### src/rtl/pgc_pkg.sv
package pgc_pkg;
   typedef enum logic [2:0] {
      PGC_HOLD = 3'd0,
      PGC_INC  = 3'd1,
      PGC_LOW  = 3'd2,
      PGC_JUMP = 3'd3,
      PGC_RET  = 3'd4,
      PGC_VEC  = 3'd5
   } pgc_sel_e;
endpackage

### src/rtl/pgc_latch.sv
module pgc_latch #(
   parameter int unsigned LAT_W = 5
) (
   input  logic             clk,
   input  logic             rst_n,
   input  logic             wr_en,
   input  logic [LAT_W-1:0] wr_data,
   output logic [LAT_W-1:0] lat_q
);
   if (LAT_W < 1) begin : g_bad_w
      $error("pgc_latch: LAT_W must be at least 1");
   end

   always_ff @(posedge clk or negedge rst_n) begin
      if (!rst_n) lat_q <= '0;
      else if (wr_en) lat_q <= wr_data;
   end

   // without a write strobe the latch keeps its value
   a_r10_latch_kept: assert property (@(posedge clk) disable iff (!rst_n)
      !wr_en |=> $stable(lat_q));
   // a write lands on the next edge
   a_r6_latch_take: assert property (@(posedge clk) disable iff (!rst_n)
      wr_en |=> lat_q == $past(wr_data));
endmodule

### src/rtl/pgc_arbiter.sv
module pgc_arbiter
   import pgc_pkg::*;
(
   input  logic     irq_req,
   input  logic     ret_req,
   input  logic     jmp_req,
   input  logic     low_req,
   input  logic     inc_req,
   output pgc_sel_e sel
);
   always_comb begin
      if (irq_req)      sel = PGC_VEC;
      else if (ret_req) sel = PGC_RET;
      else if (jmp_req) sel = PGC_JUMP;
      else if (low_req) sel = PGC_LOW;
      else if (inc_req) sel = PGC_INC;
      else              sel = PGC_HOLD;
   end
endmodule

### src/rtl/pgc_nextval.sv
module pgc_nextval
   import pgc_pkg::*;
#(
   parameter int unsigned PC_W     = 13,
   parameter int unsigned LO_W     = 8,
   parameter int unsigned JMP_W    = 11,
   parameter int unsigned VEC_ADDR = 4,
   localparam int unsigned LAT_W   = PC_W - LO_W
) (
   input  pgc_sel_e         sel,
   input  logic [PC_W-1:0]  pc_q,
   input  logic [LAT_W-1:0] lat_q,
   input  logic [LO_W-1:0]  lo_data,
   input  logic [JMP_W-1:0] jmp_tgt,
   input  logic [PC_W-1:0]  ret_val,
   output logic [PC_W-1:0]  pc_d
);
   localparam int unsigned JHI_W = PC_W - JMP_W;

   logic [PC_W-1:0] jmp_val;
   logic [PC_W-1:0] low_val;
   logic [PC_W-1:0] inc_val;
   logic [PC_W-1:0] vec_val;

   if (JHI_W == 0) begin : g_jmp_full
      assign jmp_val = jmp_tgt;
   end else begin : g_jmp_paged
      assign jmp_val = {lat_q[LAT_W-1 -: JHI_W], jmp_tgt};
   end

   assign low_val = {lat_q, lo_data};
   assign inc_val = pc_q + {{(PC_W-1){1'b0}}, 1'b1};
   assign vec_val = PC_W'(VEC_ADDR);

   always_comb begin
      unique case (sel)
         PGC_VEC:  pc_d = vec_val;
         PGC_RET:  pc_d = ret_val;
         PGC_JUMP: pc_d = jmp_val;
         PGC_LOW:  pc_d = low_val;
         PGC_INC:  pc_d = inc_val;
         default:  pc_d = pc_q;
      endcase
   end
endmodule

### src/rtl/pgc_top.sv
module pgc_top
   import pgc_pkg::*;
#(
   parameter int unsigned PC_W     = 13,
   parameter int unsigned LO_W     = 8,
   parameter int unsigned JMP_W    = 11,
   parameter int unsigned VEC_ADDR = 4,
   localparam int unsigned LAT_W   = PC_W - LO_W,
   localparam int unsigned JHI_W   = PC_W - JMP_W
) (
   input  logic             clk,
   input  logic             rst_n,
   input  logic             inc_en,
   input  logic             lo_wr,
   input  logic [LO_W-1:0]  lo_wdata,
   input  logic             jmp_en,
   input  logic [JMP_W-1:0] jmp_tgt,
   input  logic             lat_wr,
   input  logic [LAT_W-1:0] lat_wdata,
   input  logic             ret_ld,
   input  logic [PC_W-1:0]  ret_val,
   input  logic             irq_ld,
   output logic [PC_W-1:0]  pc_q,
   output logic [LO_W-1:0]  lo_rdata
);
   if (LO_W >= PC_W) begin : g_bad_lo
      $error("pgc_top: LO_W must be below PC_W");
   end
   if (JMP_W < LO_W || JMP_W > PC_W) begin : g_bad_jmp
      $error("pgc_top: JMP_W must lie between LO_W and PC_W");
   end
   if (VEC_ADDR >= (1 << PC_W)) begin : g_bad_vec
      $error("pgc_top: VEC_ADDR does not fit in PC_W bits");
   end

   logic [LAT_W-1:0] lat_q;
   logic [PC_W-1:0]  pc_d;
   pgc_sel_e         sel;

   pgc_latch #(.LAT_W(LAT_W)) latch_i (
      .clk     (clk),
      .rst_n   (rst_n),
      .wr_en   (lat_wr),
      .wr_data (lat_wdata),
      .lat_q   (lat_q)
   );

   pgc_arbiter arb_i (
      .irq_req (irq_ld),
      .ret_req (ret_ld),
      .jmp_req (jmp_en),
      .low_req (lo_wr),
      .inc_req (inc_en),
      .sel     (sel)
   );

   pgc_nextval #(
      .PC_W     (PC_W),
      .LO_W     (LO_W),
      .JMP_W    (JMP_W),
      .VEC_ADDR (VEC_ADDR)
   ) next_i (
      .sel     (sel),
      .pc_q    (pc_q),
      .lat_q   (lat_q),
      .lo_data (lo_wdata),
      .jmp_tgt (jmp_tgt),
      .ret_val (ret_val),
      .pc_d    (pc_d)
   );

   always_ff @(posedge clk or negedge rst_n) begin
      if (!rst_n) pc_q <= '0;
      else        pc_q <= pc_d;
   end

   assign lo_rdata = pc_q[LO_W-1:0];

   // counter leaves reset at zero
   a_r1_reset_zero: assert property (@(posedge clk)
      $rose(rst_n) |-> pc_q == '0);
   // interrupt vector wins over everything
   a_r8_vector: assert property (@(posedge clk) disable iff (!rst_n)
      irq_ld |=> pc_q == PC_W'(VEC_ADDR));
   // return load below vector
   a_r7_return: assert property (@(posedge clk) disable iff (!rst_n)
      (ret_ld && !irq_ld) |=> pc_q == $past(ret_val));
   // jump target lands in the low bits
   a_r5_jump_low: assert property (@(posedge clk) disable iff (!rst_n)
      (jmp_en && !ret_ld && !irq_ld) |=> pc_q[JMP_W-1:0] == $past(jmp_tgt));
   if (JHI_W > 0) begin : g_jmp_chk
      // page bits above the target come from the top of the latch
      a_r5_jump_page: assert property (@(posedge clk) disable iff (!rst_n)
         (jmp_en && !ret_ld && !irq_ld) |=>
            pc_q[PC_W-1 -: JHI_W] == $past(lat_q[LAT_W-1 -: JHI_W]));
   end
   // low-byte write uses the latch value held before the edge
   a_r4_low_write: assert property (@(posedge clk) disable iff (!rst_n)
      (lo_wr && !jmp_en && !ret_ld && !irq_ld) |=>
         pc_q == {$past(lat_q), $past(lo_wdata)});
   // increment with wrap
   a_r3_step: assert property (@(posedge clk) disable iff (!rst_n)
      (inc_en && !lo_wr && !jmp_en && !ret_ld && !irq_ld) |=>
         pc_q == PC_W'($past(pc_q) + 1'b1));
   // no request keeps the counter still
   a_r3_hold: assert property (@(posedge clk) disable iff (!rst_n)
      (!inc_en && !lo_wr && !jmp_en && !ret_ld && !irq_ld) |=> $stable(pc_q));
endmodule

### config.mk
export PLATFORM = sky130hd
export DESIGN_NAME = pgc_top
export DESIGN_NICKNAME = d
export VERILOG_FILES = /design/src/rtl/pgc_pkg.sv /design/src/rtl/pgc_latch.sv /design/src/rtl/pgc_arbiter.sv /design/src/rtl/pgc_nextval.sv /design/src/rtl/pgc_top.sv
export SDC_FILE = /design/constraint.sdc
export NUM_CORES = 1
export LEC_CHECK = 0
export BUFFER_PORTS_ARGS = -buffer_cell sky130_fd_sc_hd__buf_2
export CAP_MARGIN = 5
export CORE_AREA = 2 2 59 61
export DETAILED_ROUTE_END_ITERATION = 12
export DIE_AREA = 0 0 61 63
export PLACE_DENSITY = 0.81
export SYNTH_ARGS = -nofsm -noshare
export SYNTH_HDL_FRONTEND = slang
export SYNTH_SLANG_ARGS = --single-unit
### constraint.sdc
create_clock -name clk -period 1.4 [get_ports clk]
set_input_delay 0.14 -clock clk [delete_from_list [all_inputs] [get_ports clk]]
set_output_delay 0.14 -clock clk [all_outputs]
set_load 0.03 [all_outputs]
==> impl_metrics.toml <==
[run_status]
status = "complete, but fails checks"
violations = "setup timing"

[logic_synthesis]
yosysWarnings = 0
ys_seq_elements = 18
synthCells = 126
yosysUniqueCellTypes = 37
ys_seq_area_frac = 0.369
syn_avg_cell_area_um2 = 9.68
synth-async-reset-ratio = 1.00
synth_ff_type = "dfrtp_1"
synth_nets = 172
synth_edf_count = 0
syn_area_um2 = 1220

[timing]
drv_slew = 0
rsz0062_at_grt = "yes"
worstMarginPinSlew_ps = 405
finalSetupViolCount = 1
hold_slack_ps = 39.0
maxSlewHeadroom = 0.730
finalCriticalPeriod_ps = 1410
fmax_mhz = 711
fin_worst_skew_ps = 3.07
final-hold-violation-count = 0
fin_crit_sh = 1.00
timing.final.ws_setup_ps = -6.89

[pwr]
vdd_drop_max_mv = 0.512
power.static_leakage_nw = 0.745
power_density_nw_per_um2 = 827
total_power_mw = 1.37

[floorplan]
dieArea_um2 = 3840
io_pins = 66
start_util = 0.377
core_um2 = 3230
die_width_um = 61
rows = 21
die_h_um = 63

[placed_design]
dpl_cell_area_um2 = 1600
numPortBuffers = 65
gp_congestion = 0.845
dp.cells = 232
pre_cts_ws_ps = -54.9
dp_hpwl_mm = 2.64

[clock_network]
clk_latency_ps = 310
ctsResizeCount = 0
cts_made_buffers = 3
cts_tree = "done"
clockBufferDepth = 2
cts.sinks = 18
clockRootBuffer = "clkbuf_4"
path_clk_slew_ps = 100
ctsHtreeMaxLevel = 1

[final_layout]
n_antenna_cell = 0
multi_input_area_um2 = 669
regArea_um2 = 459
layout.cells.non_filler = 238
final_area_um2 = 1660
fin_nets = 239
nFillCells = 320
layout-drive-gt1-share = 0.510
area_growth_pct = 35.7

[critical_path]
cp.required_ps = 1600
crit_path_top_delay_cell = "dfrtp_2"
cp_cell_sequence = "ha_4, nand4_1, nor4_2, xnor2_1, o22ai_1"
crit_path_end_kind = "flop"
critPathBufInv = 0
cp_max_fo = 4
cp_top_family = "simple AND/OR/NAND/NOR gates"
max_stage_delay_ps = 400
worstSetupPathType = "flop to flop"
cp.arrival_ps = 1610
startpoint_type = "flop"

[global_route]
grt_pass1_wl_mm = 5.72
grt-ovfl-total = 0
grt_pass1_vias = 1290
grt_usage = 0.195
grt_max_degree = 19
antenna_found_initial = 0

[job]
maxCapViolCount = 0

[drt]
routedWlPerCell_um = 13.9
drt_iter0_markers = 27
routed_wl_mm = 3.31
firstDrtPassIters = 4
drc = 0
viasPerCell = 5.18
vias = 1234
ant_nets = 0

[min_path]
hold_class = "input pin to flop"
cell type report:
class	count	area share
multi-input combinational	89	0.404
sequential	18	0.277
timing repair buffer	77	0.252
tap	46	0.0348
clock buffer	4	0.0219
inverter	4	0.00907
state kept, by name (all words and copies together) (netlist names):
| name | count |
|---|---|
| pc_q | 13 |
| latch_i.lat_q | 5 |
layer usage:
metal	vias to the layer above	wire, um	share of wire	GRT usage
li1	600	-	-	-
met1	574	1410	0.43	0.249
met2	55	1560	0.47	0.310
met3	5	289	0.087	0.0538
met4	0	53	0.016	0.0707
met5	-	0	0	0
cells in the final DEF, fill, tap and decap left out, types with 2 or more instances in the layout:
master,count
a21oi_1,6
a22oi_1,7
a2bb2oi_1,3
buf_2,65
buf_4,11
clkbuf_4,3
dfrtp_1,11
dfrtp_2,7
inv_1,4
mux2_2,5
nand2_1,7
nand3_1,5
nand4_1,4
nor2_1,4
nor2b_1,2
nor3_1,3
nor3b_1,4
nor4_2,3
o21ai_0,2
o21ai_1,2
o221ai_1,5
o22ai_1,3
xnor2_1,9
xor2_1,3
cell usage after synthesis, types with 2 or more instances:
cell / instances / area (um2)
o21ai_0: 2 / 10.0
xnor2_1: 9 / 78.8
nor4_2: 3 / 37.5
a21oi_1: 6 / 30.0
clkbuf_1: 3 / 11.3
a2bb2oi_1: 3 / 26.3
o22ai_1: 3 / 18.8
buf_2: 2 / 10.0
buf_4: 8 / 60.1
nand3_1: 5 / 25.0
nand4_1: 4 / 25.0
dfrtp_1: 18 / 450
o221ai_1: 5 / 43.8
o21ai_1: 2 / 10.0
nor2b_1: 2 / 12.5
a22oi_1: 7 / 52.6
mux2_2: 5 / 56.3
nand2_1: 7 / 26.3
xor2_1: 3 / 26.3
nor3_1: 3 / 15.0
nor2_1: 4 / 15.0
nor3b_1: 4 / 30.0
inv_1: 4 / 15.0
what timing repair did:
| item | in CTS | in global routing |
|---|---|---|
| setup buffers | 1 | 0 |
| hold buffers | 1 | 0 |
| pin swaps | 4 | 3 |
| endpoints found under the setup margin | 2 | 7 |
| endpoints found under the hold margin | 18 | 0 |
cell families (layout without fill, tap and decap cells):
| group | after synthesis | in the layout | share of synthesized area |
|---|---|---|---|
| AO/OA/AOI/OAI | 32 | 32 | 0.183 |
| XOR/XNOR | 12 | 12 | 0.0862 |
| adder cells (fa/ha/maj) | 1 | 1 | 0.0103 |
| buffers and inverters | 19 | 85 | 0.0923 |
| flip-flops | 18 | 18 | 0.369 |
| multiplexers | 6 | 6 | 0.0544 |
| AND/OR/NAND/NOR | 38 | 38 | 0.205 |
power by group:
group | switching [mW] | internal [mW]
Combinational | 0.245 | 0.180
Sequential | 0.0457 | 0.566
Clock | 0.173 | 0.159
Total | 0.464 | 0.905
worst paths after layout:
| check | start | cells after the start | endpoint | slack (ps) |
|---|---|---|---|---|
| min in group asynchronous | rst_n | 2 | pc_q[9] | 270 |
| max in group asynchronous | rst_n | 2 | pc_q[1] | 810 |
| hold reg to reg | latch_i.lat_q[0] | 2 | pc_q[8] | 510 |
| setup / recovery | pc_q[0] | 5 | pc_q[12] | -7 |
| hold / removal | lo_wdata[4] | 2 | pc_q[4] | 40 |
| setup reg to reg | pc_q[0] | 5 | pc_q[12] | -7 |
stage by stage:
step,setup TNS [ps],utilization
floorplan,-130,-
global placement,0,0.496
detailed placement,-54.9,0.496
CTS,0,0.512
global route,-362,0.512
finish,-6.89,0.512
No activity file was read; power rests on OpenSTA's default activity.
